## src/rtl/cs_guard_pkg.sv

```systemverilog
package cs_guard_pkg;
    typedef enum logic [1:0] {
        GATE_SHUT = 2'b00,
        GATE_OPEN = 2'b01,
        GATE_HOLD = 2'b10
    } gate_state_t;
endpackage

```

## src/rtl/cs_hold_timer.sv

```systemverilog
// Counts edges spent in the hold state; expired marks the last allowed edge.
module cs_hold_timer #(
    parameter int HOLD_CYC = 750
) (
    input  logic clk,
    input  logic clear,
    input  logic run,
    output logic expired
);
    localparam int CNT_W = $clog2(HOLD_CYC + 1);
    localparam logic [CNT_W-1:0] LAST = CNT_W'(HOLD_CYC - 1);

    logic [CNT_W-1:0] cnt_q;

    always_ff @(posedge clk) begin
        if (clear) begin
            cnt_q <= '0;
        end else if (run && !expired) begin
            cnt_q <= cnt_q + 1'b1;
        end
    end

    assign expired = (cnt_q == LAST);
endmodule

```

## src/rtl/cs_gate_fsm.sv

```systemverilog
// Open / hold / shut controller for the select guard.
module cs_gate_fsm
    import cs_guard_pkg::*;
(
    input  logic clk,
    input  logic sys_rst,
    input  logic cs_in_n,
    input  logic win_expired,
    output logic gate_on,
    output logic win_clear,
    output logic win_run
);
    gate_state_t state_q, state_d;

    // Next-state decision.
    always_comb begin
        state_d = GATE_SHUT;
        if (!sys_rst) begin
            state_d = GATE_OPEN;
        end else begin
            unique case (state_q)
                GATE_OPEN: state_d = cs_in_n ? GATE_SHUT : GATE_HOLD;
                GATE_HOLD: state_d = (cs_in_n || win_expired) ? GATE_SHUT : GATE_HOLD;
                GATE_SHUT: state_d = GATE_SHUT;
                default:   state_d = GATE_SHUT;
            endcase
        end
    end

    // State register.
    always_ff @(posedge clk) begin
        state_q <= state_d;
    end

    // Outputs.
    always_comb begin
        gate_on   = 1'b0;
        win_clear = 1'b1;
        win_run   = 1'b0;
        unique case (state_q)
            GATE_OPEN: gate_on = 1'b1;
            GATE_HOLD: begin
                gate_on   = 1'b1;
                win_clear = 1'b0;
                win_run   = 1'b1;
            end
            GATE_SHUT: gate_on = 1'b0;
            default:   gate_on = 1'b0;
        endcase
    end
endmodule

```

## src/rtl/cs_write_guard.sv

```systemverilog
module cs_write_guard #(
    parameter int CLK_HZ  = 50_000_000,
    parameter int HOLD_NS = 15_000
) (
    input  logic clk,
    input  logic sys_rst,
    input  logic cs_in_n,
    output logic cs_out_n
);
    localparam int RAW_CYC  = (CLK_HZ / 1000) * HOLD_NS / 1_000_000;
    localparam int HOLD_CYC = (RAW_CYC < 1) ? 1 : RAW_CYC;

    logic gate_on;
    logic win_clear;
    logic win_run;
    logic win_expired;

    cs_gate_fsm u_fsm (
        .clk         (clk),
        .sys_rst     (sys_rst),
        .cs_in_n     (cs_in_n),
        .win_expired (win_expired),
        .gate_on     (gate_on),
        .win_clear   (win_clear),
        .win_run     (win_run)
    );

    cs_hold_timer #(.HOLD_CYC(HOLD_CYC)) u_timer (
        .clk     (clk),
        .clear   (win_clear),
        .run     (win_run),
        .expired (win_expired)
    );

    // Combinational pass path: low only when requested and the gate is on.
    assign cs_out_n = cs_in_n | ~gate_on;
endmodule

```

## config.mk

```make
export PLATFORM = sky130hd
export DESIGN_NAME = cs_write_guard
export DESIGN_NICKNAME = d
export VERILOG_FILES = /design/src/rtl/cs_guard_pkg.sv /design/src/rtl/cs_hold_timer.sv /design/src/rtl/cs_gate_fsm.sv /design/src/rtl/cs_write_guard.sv
export SDC_FILE = /design/constraint.sdc
export NUM_CORES = 1
export LEC_CHECK = 0
export CAP_MARGIN = 10
export CORE_AREA = 2 2 39 41
export DETAILED_ROUTE_END_ITERATION = 8
export DIE_AREA = 0 0 41 43
export PLACE_DENSITY_LB_ADDON = 0.08
export SLEW_MARGIN = 10
export SYNTH_ARGS = -nofsm -noshare
export SYNTH_HDL_FRONTEND = slang
export SYNTH_SLANG_ARGS = --single-unit
export TNS_END_PERCENT = 5
```

## constraint.sdc

```tcl
create_clock -name clk -period 1.2 [get_ports clk]
set_input_delay 0.36 -clock clk [delete_from_list [all_inputs] [get_ports clk]]
set_output_delay 0.36 -clock clk [all_outputs]
set_load 0.05 [all_outputs]
```

## Word level (Yosys, flattened, before mapping)

Cells that the tools add are included.

- Add/subtract/negate cells: 1
- Multipliers: 0
- Divide/modulo/power cells: 0
- Magnitude comparators: 0
- Equal/unequal tests: 3
- Shift operators: 0
- Mux-type cells: 5
- Bitwise gates (word level): 2
- Reduce and logical (&&, ||, !) cells: 4

Operators with widths:

| operator | number |
|---|---|
| 10-bit by 1-bit adder with 10-bit output, second input constant | 1 |
| 10-bit == test, second input constant | 1 |
| 2-bit 2-to-1 mux | 2 |
| 2-bit one-hot mux with 2 select lines | 1 |
| 2-bit by 1-bit == test with 1-bit output, second input constant | 1 |
| 2-bit == test, second input constant | 1 |
| 1-bit 2-to-1 mux | 2 |
| 2-bit OR reduction | 1 |
| 1-bit logical AND | 1 |
| 1-bit logical NOT | 1 |
| 1-bit logical OR | 1 |
| 1-bit inverter | 1 |
| 1-bit bitwise OR | 1 |

- Bits in registers: 12
- Latch bits: 0
- Memory bits (writable): 0
- ROM bits: 0
- Input bits: 3
- Logic and storage cells: 17
- Memories kept: 0

## Logic depth before layout (Yosys ltp)

Gate-level depths: netlist of the first run.

- Word-level depth: 5
- Depth in mapped cells: 5

## By module

A second synthesis of the first run with hierarchy kept.

- Cells, all modules: 76
- Area, all modules: 664.4 um^2

Modules (own cells, without submodules):

| module | instances | cells an instance | area each (um^2) |
|---|---|---|---|
| cs_hold_timer | 1 | 63 | 549.3 |
| cs_gate_fsm | 1 | 12 | 108.9 |
| cs_write_guard | 1 | 1 | 6.3 |

## Least setup slack after synthesis of the first run

Ideal clock, no wire load.

- Path type: reg-to-output
- Start point: reg u_fsm.state_q[0]
- End point: out cs_out_n
- Arrival: 1013 ps
- Required time: 840 ps
- Setup slack: -173 ps
- Stages on the path, launching flop included: 4
- Cells stage by stage: dfxtp_1 > inv_1 > ha_1 > or2_2

- Longest elaborated chain between the ends: 5
- Elaborated cells on any way between the ends: 6
- Classes of those cells: 2 x eq/ne; 1 x mux; 2 x bitwise; 1 x reduce/logical

Ends and longest elaborated chain:

| what | line | text |
|---|---|---|
| start, declared | cs_gate_fsm.sv:13 | `gate_state_t state_q, state_d;` |
| start signal, assigned | cs_gate_fsm.sv:32 | `state_q <= state_d;` |
| 2-bit by 1-bit == test with 1-bit output / 2-bit == test (equally long branches) | cs_gate_fsm.sv:40 | `unique case (state_q)` |
| 2-bit OR reduction (no line) * | n/a |  |
| 1-bit 2-to-1 mux * | cs_gate_fsm.sv:40 |  |
| 1-bit inverter * | cs_write_guard.sv:36 | `assign cs_out_n = cs_in_n \| ~gate_on;` |
| 1-bit bitwise OR * | cs_write_guard.sv:36 |  |
| end, declared | cs_write_guard.sv:8 | `output logic cs_out_n` |

Every way passes the cells marked *; elsewhere a longest branch is shown, timed or not.

## Final worst setup path of the first run

Same ends and word-level chain as after synthesis.

==> metrics.cfg, run 1 <==
[clocking]
cts_buffer_depth=2
root_buffer=clkbuf_4
tritoncts=yes
clock_latency_ns=0.28
cts.sinks=12
cts_hold_buffers=0
clk_pin_slew_worst_paths_ns=0.08
cts_buffers=3
htreeDepth=1

[timing]
clock.fmax_ghz=0.620
finalHoldViolations=0
finalWorstPathRequiredPeriod_ns=1.61
slew_viol_final=0
setup_slack_ns=-0.413
rsz0062_at_grt=true
tightest_slew_ns=0.263
finalSetupTns_ns=-0.644
setup_viol=8
maxSlewHeadroom=0.823
fin_crit_sh=1.34
skew_ns=0.00213

[yosys]
synth_top_area_frac=0.395
syn-cell-area_sq_um=608
synthTopCellsByArea=dfxtp_1 40%, ha_1 8.2%, mux2i_1 8.2%
synth_compound_area_frac=0.113
ys_seq_area_frac=0.395
synthAdderAreaFrac=0.0823
ys.flop_type=dfxtp_1
synth-edff-count=0
synthArstFlopShare=0
synth_largest_area_cell=dfxtp_1
ys_ff_latch=12
synth-xor-area-share=0
syn_nets=75
synth_common_cells=12 x dfxtp_1, 9 x nand2_1, 7 x inv_1, 5 x mux2i_1
yosys.area_share.simple=0.270
yosysWarnings=0
synthMuxAreaShare=0.0823
syn_area_per_cell_sq_um=8.94
synth_top_family_by_area=simple AND/OR/NAND/NOR gates
ys_types=27
synth.most_common_cell=dfxtp_1
syn_inst=68

[layout]
nFillCells=124
area_growth_pct=35.0
drive_gt1_frac=0.422
antenna-diode-count=0
nets=91
fin_util=0.593

[status]
outcome=complete, but fails checks
violations=negative setup slack

[drt]
vias=519
drc=0
first_pass_iters=4
viasPerCell=5.24
routed_wl_um=1160
antenna_left=0
routedWlPerCell_um=11.7
drt_iter0_markers=11

[worst_setup_path]
critPathArrivalTime_ns=1.25
path_class=flop to primary output
crit_path_start_kind=flop
required_ns=0.84
cp-end-kind=primary output
worstPathMaxFanout=2

[power]
finalPower_w=0.000788
ir_drop_uv=584
power.leakage_nw=0.287
power.density_nw_per_um2=960

[floorplan]
ios=4
initial_core_util=0.439
fp-row-count=14
die_h_um=43
fp.dieArea_sq_um=1760
die_x_um=41
design.core.area_sq_um=1380

[placement]
port_buffers=3
place.gp.congestion=0.694
dp_hpwl_um=844

[global_routing]
grt_pass1_vias=483
antenna_found_initial=0
grt.overflow.total=0
grt_usage=0.166
grt_pass1_wl_um=1900
grt_max_degree=9

[hold_path]
hold_path_class=flop to flop

[flow_run]
max-cap-violations=0

## critical path, cell delays in order (launching register included)
cell	delay, ns
dfxtp_2	0.34
inv_2	0.04
ha_4	0.20
or2_4	0.26
buf_12	0.15
## cells in the final DEF, fill, tap and decap left out, types with 2 or more instances in the layout
cell type / n
ha_1: 2
a31oi_1: 2
clkbuf_4: 3
inv_2: 3
or3_1: 2
dfxtp_1: 5
nand2b_1: 4
inv_1: 5
o31ai_1: 2
nand2_1: 9
a21oi_1: 2
o21ai_0: 2
mux2i_1: 5
dfxtp_2: 6
nand3_2: 2
buf_4: 9
clkdlybuf4s50_1: 2
## power breakdown
| group | total, W | switching (W) | leakage, nW | internal, W |
|---|---|---|---|---|
| combinational | 0.0000551 | 0.0000240 | 0.166 | 0.0000311 |
| sequential | 0.000403 | 0.00000335 | 0.100 | 0.000400 |
| clock | 0.000329 | 0.000145 | 0.0210 | 0.000185 |
## metal layers
layer  vias up  track usage  part of all wire
met5         -            0                 0
met4         0        0.140             0.024
met3         6       0.0314             0.031
met2         9        0.238              0.49
met1       235        0.201              0.45
li1        269            -                 -
## metrics by stage
stage	cell area [sq um]	worst slack (ns)	cells	hold slack (ns)
after floorplan	612	-0.0731	68	0.430
after global placement	719	-0.311	93	0.459
after detailed placement	719	-0.304	93	0.473
after CTS	813	-0.433	99	0.482
after global routing	821	-0.452	99	0.500
final	821	-0.413	99	0.477
## state kept, by name, indices dropped and copies added, names as in the netlist
name	cells
u_fsm.state_q	2
u_timer.cnt_q	10
## area by class of cell
cell class / instances / area [sq um] / share of cell area
multi-input combinational: 47 / 375 / 0.457
sequential: 12 / 251 / 0.306
timing repair buffer: 12 / 108 / 0.131
clock buffer: 4 / 36.3 / 0.0442
inverter: 8 / 30.0 / 0.0366
tap: 16 / 20.0 / 0.0244
## final timing paths
path / startpoint / end / slack [ns] / cells after the start
worst max-delay path: u_fsm.state_q[0] / cs_out_n / -0.41 / 4
worst max register to register: u_timer.cnt_q[0] / u_timer.cnt_q[2] / -0.08 / 4
worst min-delay path: u_timer.cnt_q[9] / u_timer.cnt_q[9] / 0.48 / 2
worst min register to register: u_timer.cnt_q[9] / u_timer.cnt_q[9] / 0.48 / 2
## timing repair
action,in CTS,in global routing
buffers inserted,2,0
setup endpoints to repair,11,12
resized for setup,12,4
pin swaps,3,2
## kinds of logic (layout without fill, tap and decap cells)
| kind of cell | Yosys count | after routing |
|---|---|---|
| AND/OR/NAND/NOR | 27 | 27 |
| flip-flops | 12 | 12 |
| AO/OA/AOI/OAI | 11 | 11 |
| buffers and inverters | 9 | 24 |
| multiplexers | 5 | 5 |
| adder cells (fa/ha/maj) | 4 | 4 |
Power figures use the tool's default switching activity.
==> run 2, diff against run 1 <==
GPL_ROUTABILITY_DRIVEN = 0   (was not set)
==> results of run 2 <==
Same layout as run 1: the final DEF is identical, and so are final timing and power.
